===== src/rtl/dp_pkg.sv =====
package dp_pkg;

  typedef enum logic [1:0] {
    ALU_ADD  = 2'b00,
    ALU_AND  = 2'b01,
    ALU_PASS = 2'b10,
    ALU_NOT  = 2'b11
  } alu_op_e;

  typedef enum logic [1:0] {
    SH_NONE  = 2'b00,
    SH_RIGHT = 2'b01,
    SH_LEFT  = 2'b10,
    SH_RSVD  = 2'b11
  } shift_op_e;

  localparam int unsigned PHASES = 4;

endpackage


===== src/rtl/dp_phase_gen.sv =====
module dp_phase_gen #(
  parameter int unsigned NPH = dp_pkg::PHASES,
  localparam int unsigned PH_W = $clog2(NPH)
) (
  input  logic            clk,
  input  logic            rst,
  output logic [PH_W-1:0] ph,
  output logic [NPH-1:0]  strobe
);

  logic [PH_W-1:0] ph_q;

  always_ff @(posedge clk) begin
    if (rst) ph_q <= '0;
    else if (ph_q == PH_W'(NPH - 1)) ph_q <= '0;
    else ph_q <= ph_q + 1'b1;
  end

  // one strobe per subcycle
  for (genvar g = 0; g < NPH; g++) begin : g_strobe
    assign strobe[g] = (ph_q == PH_W'(g));
  end

  assign ph = ph_q;

  AST_PHASE_STEP: assert property (@(posedge clk) disable iff (rst)
    (ph_q != PH_W'(NPH - 1)) |=> (ph_q == $past(ph_q) + 1'b1));
  AST_PHASE_WRAP: assert property (@(posedge clk) disable iff (rst)
    (ph_q == PH_W'(NPH - 1)) |=> (ph_q == '0));

endmodule


===== src/rtl/dp_regfile.sv =====
module dp_regfile #(
  parameter int unsigned W          = 16,
  parameter int unsigned NREG       = 16,
  parameter int unsigned ADDR_W     = 12,
  parameter int unsigned OFFS_W     = 8,
  parameter int unsigned CONST_BASE = 5,
  parameter int unsigned CONST_CNT  = 5,
  localparam int unsigned SEL_W     = $clog2(NREG)
) (
  input  logic             clk,
  input  logic             rst,
  input  logic             rd_en,
  input  logic [SEL_W-1:0] a_idx,
  input  logic [SEL_W-1:0] b_idx,
  input  logic             wr_en,
  input  logic [SEL_W-1:0] wr_idx,
  input  logic [W-1:0]     wr_data,
  output logic [W-1:0]     a_lat,
  output logic [W-1:0]     b_lat
);

  logic [W-1:0] store [NREG];

  function automatic logic is_const(input logic [SEL_W-1:0] idx);
    return (int'(idx) >= int'(CONST_BASE)) &&
           (int'(idx) < int'(CONST_BASE + CONST_CNT));
  endfunction

  // zero, one, all-ones, address mask, offset mask
  function automatic logic [W-1:0] const_val(input logic [SEL_W-1:0] idx);
    logic [W-1:0] v;
    case (int'(idx) - int'(CONST_BASE))
      0:       v = '0;
      1:       v = W'(1);
      2:       v = '1;
      3:       v = W'((64'd1 << ADDR_W) - 64'd1);
      default: v = W'((64'd1 << OFFS_W) - 64'd1);
    endcase
    return v;
  endfunction

  function automatic logic [W-1:0] rd_mux(input logic [SEL_W-1:0] idx,
                                          input logic [W-1:0] stored);
    return is_const(idx) ? const_val(idx) : stored;
  endfunction

  always_ff @(posedge clk) begin
    if (rst) begin
      for (int i = 0; i < int'(NREG); i++) store[i] <= '0;
    end else if (wr_en && !is_const(wr_idx)) begin
      store[wr_idx] <= wr_data;
    end
  end

  // the bus latches: sampled once per microcycle
  always_ff @(posedge clk) begin
    if (rst) begin
      a_lat <= '0;
      b_lat <= '0;
    end else if (rd_en) begin
      a_lat <= rd_mux(a_idx, store[a_idx]);
      b_lat <= rd_mux(b_idx, store[b_idx]);
    end
  end

  AST_LATCH_HOLD: assert property (@(posedge clk) disable iff (rst)
    !rd_en |=> ($stable(a_lat) && $stable(b_lat)));
  AST_NO_RW_OVERLAP: assert property (@(posedge clk) disable iff (rst)
    !(rd_en && wr_en));

endmodule


===== src/rtl/dp_alu.sv =====
module dp_alu
  import dp_pkg::*;
#(
  parameter int unsigned W = 16
) (
  input  logic [W-1:0] op_a,
  input  logic [W-1:0] op_b,
  input  alu_op_e      alu_op,
  input  shift_op_e    sh_op,
  output logic [W-1:0] result,
  output logic         neg,
  output logic         zero
);

  logic [W-1:0] raw;

  always_comb begin
    case (alu_op)
      ALU_ADD:  raw = op_a + op_b;
      ALU_AND:  raw = op_a & op_b;
      ALU_PASS: raw = op_a;
      default:  raw = ~op_a;
    endcase
  end

  always_comb begin
    case (sh_op)
      SH_RIGHT: result = {1'b0, raw[W-1:1]};
      SH_LEFT:  result = {raw[W-2:0], 1'b0};
      default:  result = raw;
    endcase
  end

  // flags come from the unshifted value
  assign neg  = raw[W-1];
  assign zero = (raw == '0);

endmodule


===== src/rtl/ucode_datapath.sv =====
module ucode_datapath
  import dp_pkg::*;
#(
  parameter int unsigned W          = 16,
  parameter int unsigned NREG       = 16,
  parameter int unsigned ADDR_W     = 12,
  parameter int unsigned OFFS_W     = 8,
  parameter int unsigned CONST_BASE = 5,
  parameter int unsigned CONST_CNT  = 5,
  localparam int unsigned SEL_W     = $clog2(NREG)
) (
  input  logic              clk,
  input  logic              rst,
  input  logic              uf_amux,
  input  logic [1:0]        uf_alu,
  input  logic [1:0]        uf_shift,
  input  logic              uf_mbr_ld,
  input  logic              uf_mar_ld,
  input  logic              uf_enc,
  input  logic [SEL_W-1:0]  uf_csel,
  input  logic [SEL_W-1:0]  uf_bsel,
  input  logic [SEL_W-1:0]  uf_asel,
  output logic [1:0]        phase,
  output logic              flag_n,
  output logic              flag_z,
  output logic [ADDR_W-1:0] mem_addr,
  output logic [W-1:0]      mem_data
);

  localparam int unsigned S_FETCH = 0;
  localparam int unsigned S_READ  = 1;
  localparam int unsigned S_WRITE = 3;

  logic [PHASES-1:0] strobe;

  // microinstruction register
  logic              mi_amux, mi_mbr, mi_mar, mi_enc;
  alu_op_e           mi_alu;
  shift_op_e         mi_sh;
  logic [SEL_W-1:0]  mi_c, mi_b, mi_a;

  logic [W-1:0]      a_lat, b_lat, alu_a, sh_out;
  logic              alu_neg, alu_zero;
  logic [W-1:0]      mbr_q;
  logic [ADDR_W-1:0] mar_q;

  dp_phase_gen #(.NPH(PHASES)) u_phase (
    .clk    (clk),
    .rst    (rst),
    .ph     (phase),
    .strobe (strobe)
  );

  always_ff @(posedge clk) begin
    if (rst) begin
      mi_amux <= 1'b0;
      mi_alu  <= ALU_ADD;
      mi_sh   <= SH_NONE;
      mi_mbr  <= 1'b0;
      mi_mar  <= 1'b0;
      mi_enc  <= 1'b0;
      mi_c    <= '0;
      mi_b    <= '0;
      mi_a    <= '0;
    end else if (strobe[S_FETCH]) begin
      mi_amux <= uf_amux;
      mi_alu  <= alu_op_e'(uf_alu);
      mi_sh   <= shift_op_e'(uf_shift);
      mi_mbr  <= uf_mbr_ld;
      mi_mar  <= uf_mar_ld;
      mi_enc  <= uf_enc;
      mi_c    <= uf_csel;
      mi_b    <= uf_bsel;
      mi_a    <= uf_asel;
    end
  end

  dp_regfile #(
    .W(W), .NREG(NREG), .ADDR_W(ADDR_W), .OFFS_W(OFFS_W),
    .CONST_BASE(CONST_BASE), .CONST_CNT(CONST_CNT)
  ) u_rf (
    .clk     (clk),
    .rst     (rst),
    .rd_en   (strobe[S_READ]),
    .a_idx   (mi_a),
    .b_idx   (mi_b),
    .wr_en   (strobe[S_WRITE] && mi_enc),
    .wr_idx  (mi_c),
    .wr_data (sh_out),
    .a_lat   (a_lat),
    .b_lat   (b_lat)
  );

  assign alu_a = mi_amux ? mbr_q : a_lat;

  dp_alu #(.W(W)) u_alu (
    .op_a   (alu_a),
    .op_b   (b_lat),
    .alu_op (mi_alu),
    .sh_op  (mi_sh),
    .result (sh_out),
    .neg    (alu_neg),
    .zero   (alu_zero)
  );

  always_ff @(posedge clk) begin
    if (rst) begin
      mbr_q  <= '0;
      mar_q  <= '0;
      flag_n <= 1'b0;
      flag_z <= 1'b0;
    end else if (strobe[S_WRITE]) begin
      flag_n <= alu_neg;
      flag_z <= alu_zero;
      if (mi_mbr) mbr_q <= sh_out;
      if (mi_mar) mar_q <= b_lat[ADDR_W-1:0];
    end
  end

  assign mem_data = mbr_q;
  assign mem_addr = mar_q;

  AST_FLAGS_HOLD: assert property (@(posedge clk) disable iff (rst)
    !strobe[S_WRITE] |=> ($stable(flag_n) && $stable(flag_z)));
  AST_MAR_HOLD: assert property (@(posedge clk) disable iff (rst)
    !(strobe[S_WRITE] && mi_mar) |=> $stable(mem_addr));
  AST_MBR_HOLD: assert property (@(posedge clk) disable iff (rst)
    !(strobe[S_WRITE] && mi_mbr) |=> $stable(mem_data));
  AST_MI_HOLD: assert property (@(posedge clk) disable iff (rst)
    !strobe[S_FETCH] |=> ($stable(mi_a) && $stable(mi_c) && $stable(mi_enc)));

endmodule


===== config.mk =====
export PLATFORM = sky130hd
export DESIGN_NAME = ucode_datapath
export DESIGN_NICKNAME = d
export VERILOG_FILES = /design/src/rtl/dp_pkg.sv /design/src/rtl/dp_phase_gen.sv /design/src/rtl/dp_regfile.sv /design/src/rtl/dp_alu.sv /design/src/rtl/ucode_datapath.sv
export SDC_FILE = /design/constraint.sdc
export NUM_CORES = 1
export LEC_CHECK = 0
export BUFFER_PORTS_ARGS = -buffer_cell sky130_fd_sc_hd__buf_2
export CAP_MARGIN = 25
export CORE_MARGIN = 4
export CORE_UTILIZATION = 49
export CTS_BUF_LIST = sky130_fd_sc_hd__clkbuf_16
export DETAILED_ROUTE_END_ITERATION = 16
export HOLD_SLACK_MARGIN = 0.1
export PLACE_DENSITY = 0.65
export SLEW_MARGIN = 30
export SYNTH_ARGS = -nofsm -noshare
export SYNTH_HDL_FRONTEND = slang
export SYNTH_SLANG_ARGS = --single-unit
export TNS_END_PERCENT = 10

===== constraint.sdc =====
create_clock -name clk -period 5.4 [get_ports clk]
set_clock_uncertainty 0.1 [all_clocks]
set_input_delay 0.54 -clock clk [delete_from_list [all_inputs] [get_ports clk]]
set_output_delay 0.54 -clock clk [all_outputs]
set_load 0.03 [all_outputs]

# Word-level counts from Yosys, hierarchy flattened
# Memories as Yosys holds them, arrays and structs flattened. A register that Yosys moved wholly into a read port is not among the register bits.
# Cells that the tools add are included.
# word_totals
elab_cells,75
mem_bits_rw,256
regBits,84
in_bits,22
romBits,0
memories,1
latchBits,0
# memory_table
name,words,width,read_ports,rd_clocked_by_memory_dff,wr,line,rtl
u_rf.store,16,16,2,2,16,dp_regfile.sv:22,logic [W-1:0] store [NREG];
# op_classes
n_bitwise,2
n_mux,19
n_lt_le_gt_ge,6
n_reduce_logical,15
mul,0
shift,0
n_div,0
add_sub_neg,4
eq_ne,12
# ops
operator,n
"== test 32 x 2 -> 1 bit, second input constant",4
one-hot mux 16 bit (4 select lines),2
"== test 32 x 1 -> 1 bit, second input constant",2
zero test 32 bit,2
2-to-1 mux 16 bit,4
one-hot mux 16 bit (3 select lines),1
one-hot mux 16 bit (2 select lines),1
2-to-1 mux 4 bit,5
adder 16 bit,1
AND 16 bit,1
zero test 16 bit,1
inverter 16 bit,1
OR reduction 16 bit,1
">= comparator 4 x 3 -> 1 bit, second input constant",3
"< comparator 4 bit, second input constant",3
"subtractor 4 x 3 -> 5 bit, second input constant",2
"== test 2 x 1 -> 1 bit, second input constant",3
"== test 2 bit, second input constant",3
2-to-1 mux 1 bit,6
logical AND 1 bit,5
zero test 2 bit,2
AND reduction 2 bit,2
"adder 2 x 1 -> 2 bit, second input constant",1
OR reduction 2 bit,1
zero test 1 bit,1

# Longest topological paths before layout
# logic_depth
depth_word,9
mapped_depth,14
mapped_depth_nobuf,11

# Modules after synthesis
# Synthesis repeated with hierarchy kept, for this count alone.
# unflattened
cells_unflattened,1447
hier_area_um2,16661.0
# by_module_without_submodules
mod,n_inst,area_per_inst_um2,cells_per_inst
dp_regfile,1,12463.2,973
ucode_datapath,1,2421.1,219
dp_alu,1,1656.6,245
dp_phase_gen,1,120.1,10

# Worst setup path after synthesis
# No wires, ideal clock.
# synth_path
kind,register -> register
from,reg mi_amux
to,"mem u_rf.store[0][11], data pin"
n_path_buf,2
synth_period_minus_slack_ns,3.631
stages_incl_launch_ff,14
arrival_ns,3.265
required_ns,5.034
setup_time_ns,0.266
path_slack_ns,1.769
cell_sequence,dfxtp_1 > buf_6 > mux2_2 > ha_1 > fa_1 > a211oi_1 > o21ai_0 > a31oi_1 > o21ai_0 > mux2_2 > and3_1 > o2bb2ai_1 > clkbuf_1 > nor2_1
# synth_rtl
element,line,rtl
start: declaration,ucode_datapath.sv:37,"logic mi_amux, mi_mbr, mi_mar, mi_enc;"
start signal: assignment,ucode_datapath.sv:66,mi_amux <= uf_amux;
end: declaration,dp_regfile.sv:22,

==> key figures <==
STA
  • Final setup margin: 825 ps
  • Fin crit period: roughly 4600 ps
  • Slew Viols, Final: 0
  • Final Hold Fails: 0
  • Tcrit/Tclk final: around 85%
  • Max Freq: roughly 220 MHz
  • RSZ-0062 raised after global routing: no
  • Setup TNS after final layout: 0 ps
  • Final setup violation count: 0
  • Relative slew slack: between 30 and 40%
  • Slew @ Worst Pin: 982 ps

Critical path
  • CP Data Required Time: 5530 ps
  • CP max FO: 12
  • CP Capture Type: flip-flop
  • CP Class: flip-flop to flip-flop
  • WP data arrival: around 4700 ps
  • Worst setup SP type: flip-flop

Power
  • Peak supply drop: between 0.2 and 0.25 mV
  • Leak Pwr: roughly 7.2 nW
  • PD cells: 363 nW/um^2

Floorplanning
  • Initial Util: around 50%
  • Core area: approximately 35000 sq um
  • Top Ports: 54
  • Die Ht: ~200 um
  • Row cnt: 68
  • Total Die Area: about 39000 sq um
  • Die width: 197 um

Logic synthesis
  • Top-count cell post-synth: edfxtp_1
  • Mapped Avg Cell Area: roughly 13 sq um
  • Ys Warns: 0
  • Area contributors post-synth: edfxtp_1, mux4_2, dfxtp_1
  • Commonest cells in the netlist: edfxtp_1, nor2_1, mux4_2
  • Sequential area share after synthesis: a little over half
  • #FFs+latches synth: approximately 350
  • Netlist cell types: 66
  • EDFF count, synth: roughly 260
  • Post-synth ARST share: 0%
  • Post-synth top area share: between 40% and 50%
  • Area leader, netlist: edfxtp_1
  • Post-Syn Area: around 18000 sq um
  • Top FF cell, synth: edfxtp_1
  • Synth Instances: 1339

Clock network
  • Clk sinks: between 300 and 400
  • Root buffer cell: clkbuf_16
  • Post-CTS Setup Inserts: 0
  • Later-pin clock latency in the skew report: 530 ps
  • CTS tree: done
  • Hold-fix buffers, CTS: 0
  • Clk buf depth: 3
  • Post-CTS Resized: 0
  • H-Tree Depth: 2
  • Num CTS Buffers: 39
  • Clk pin slew, worst setup/hold paths: approximately 60 ps

Routing
  • WL met1: 18800 um
  • Met3 wire length: 4610 um
  • Number of DRC markers in iteration 0: about 1.5k
  • Wire per inst: about 25 um
  • Drt pass-1 iters: 6
  • Via count: approximately 12k
  • Final ANT Viol Nets: 0
  • Post-DR vias/cell: 6.19
  • Metal2 WL: 24300 um
  • Drt drc: 0
  • Top Layer Used: met4
  • Routed WL: between 40000 and 50000 um

Flow run
  • Max-cap violations: 0

Outcome
  • Status: completed

Place
  • IO buf count: 53
  • GPL Wtd Cong: roughly 0.90
  • Placement Setup Slack: between 900 and 1000 ps
  • Placed cell areas: around 19000 sq um
  • Final HPWL DP: around 32000 um

Final layout
  • Layout cells sized above 1: between 20% and 30%
  • Layout Nets: ~1.5k
  • # fillers: between 2k and 3k
  • Post-layout util: roughly 57%
  • Area Growth Syn to Fin: 13.6%
  • Design Area, Final: between 15000 and 20000 sq um
  • Inserted Diodes: 0

Global routing
  • Largest net degree at the start of global routing: 79
  • First-pass GRT wire length: approximately 74000 um
  • Grt ovf: 0
  • Number of global-route vias before repair: approximately 12k
  • Total Routing Usage GR: 25.5%
  • Initial antenna violation count: 0

Hold path
  • Worst hold path type: input port to flip-flop
==> logic make-up after synthesis <==
group / Yosys count / synth area share, %
buffers and inverters: 132 / 2.91
XOR/XNOR: 13 / 0.650
adder cells (fa/ha/maj): 22 / 1.61
flip-flops: 348 / 54.4
multiplexers: 201 / 23.0
AO/OA/AOI/OAI: 170 / 6.23
other: 1 / 0.0214
AND/OR/NAND/NOR: 452 / 11.1
==> flip-flops by register name (all words and copies together), names as in the netlist, 2 cells and up, named ones only <==
register / count
mi_a: 4
mi_sh: 2
mem_addr: 12
u_rf.b_lat: 16
mi_alu: 2
mem_data: 16
mi_b: 4
mi_c: 4
u_rf.store: 256
u_rf.a_lat: 16
u_phase.ph: 2
==> placed cells by master, fill, tap and decap left out, drive strengths merged, types with 42 or more instances in the layout <==
master  Yosys  routed
nand2      74      74
nor3       48      48
conb        1      80
edfxtp    256     256
dfxtp      92      92
buf        22     108
a21oi      59      59
clkbuf     89      42
nor2      255     255
mux4      160     160
==> power by group <==
part / switching [mW] / total [mW] / internal, mW
Sequential: 0.178 / 3.20 / 3.03
Clock: 1.06 / 2.61 / 1.54
Combinational: 0.816 / 1.41 / 0.596
==> layout make-up <==
cell class                      count  area, sq um  area share [%]
Clock inverter                     28          208            1.04
Sequential cell                   348         9550            47.9
Tap cell                          455          569            2.86
Clock buffer                       42         1050            5.28
Inverter                           21         78.8           0.396
Multi-Input combinational cell    938         7780            39.1
Timing Repair Buffer              108          679            3.41
==> stage by stage <==
stage	power (mW)	std cells	hold slack (ps)
2_1_floorplan	4.18	1418	349
3_3_place_gp	4.62	1868	339
3_5_place_dp	4.65	1870	346
4_1_cts	7.25	1940	142
5_1_grt	7.52	1940	164
6_report	7.23	1940	152
==> critical path, cell delays in order, from the launching register on <==
cell	delay, ps
dfxtp_1	540
mux2_2	410
ha_1	250
fa_1	480
a211oi_1	420
o21ai_0	310
a31oi_1	330
o21ai_0	140
mux2_2	310
and3_1	170
o2bb2ai_1	710
nor2_1	120
==> per-layer routing <==
metal / track usage (%) / up-vias
met5: 0 / -
met4: 7.22 / 0
met3: 4.55 / 104
met2: 43.1 / 624
met1: 34.3 / 6033
li1: - / 5240
==> worst paths after layout <==
kind          startpoint                  to  slack (ps)  cells past startpoint
min            uf_mar_ld              mi_mar         150                      3
min reg2reg  mem_addr[5]         mem_addr[5]         350                      2
max              mi_amux  u_rf.store[10][11]         820                     11
max reg2reg      mi_amux  u_rf.store[10][11]         820                     11
(Power assumes the default switching activity.)
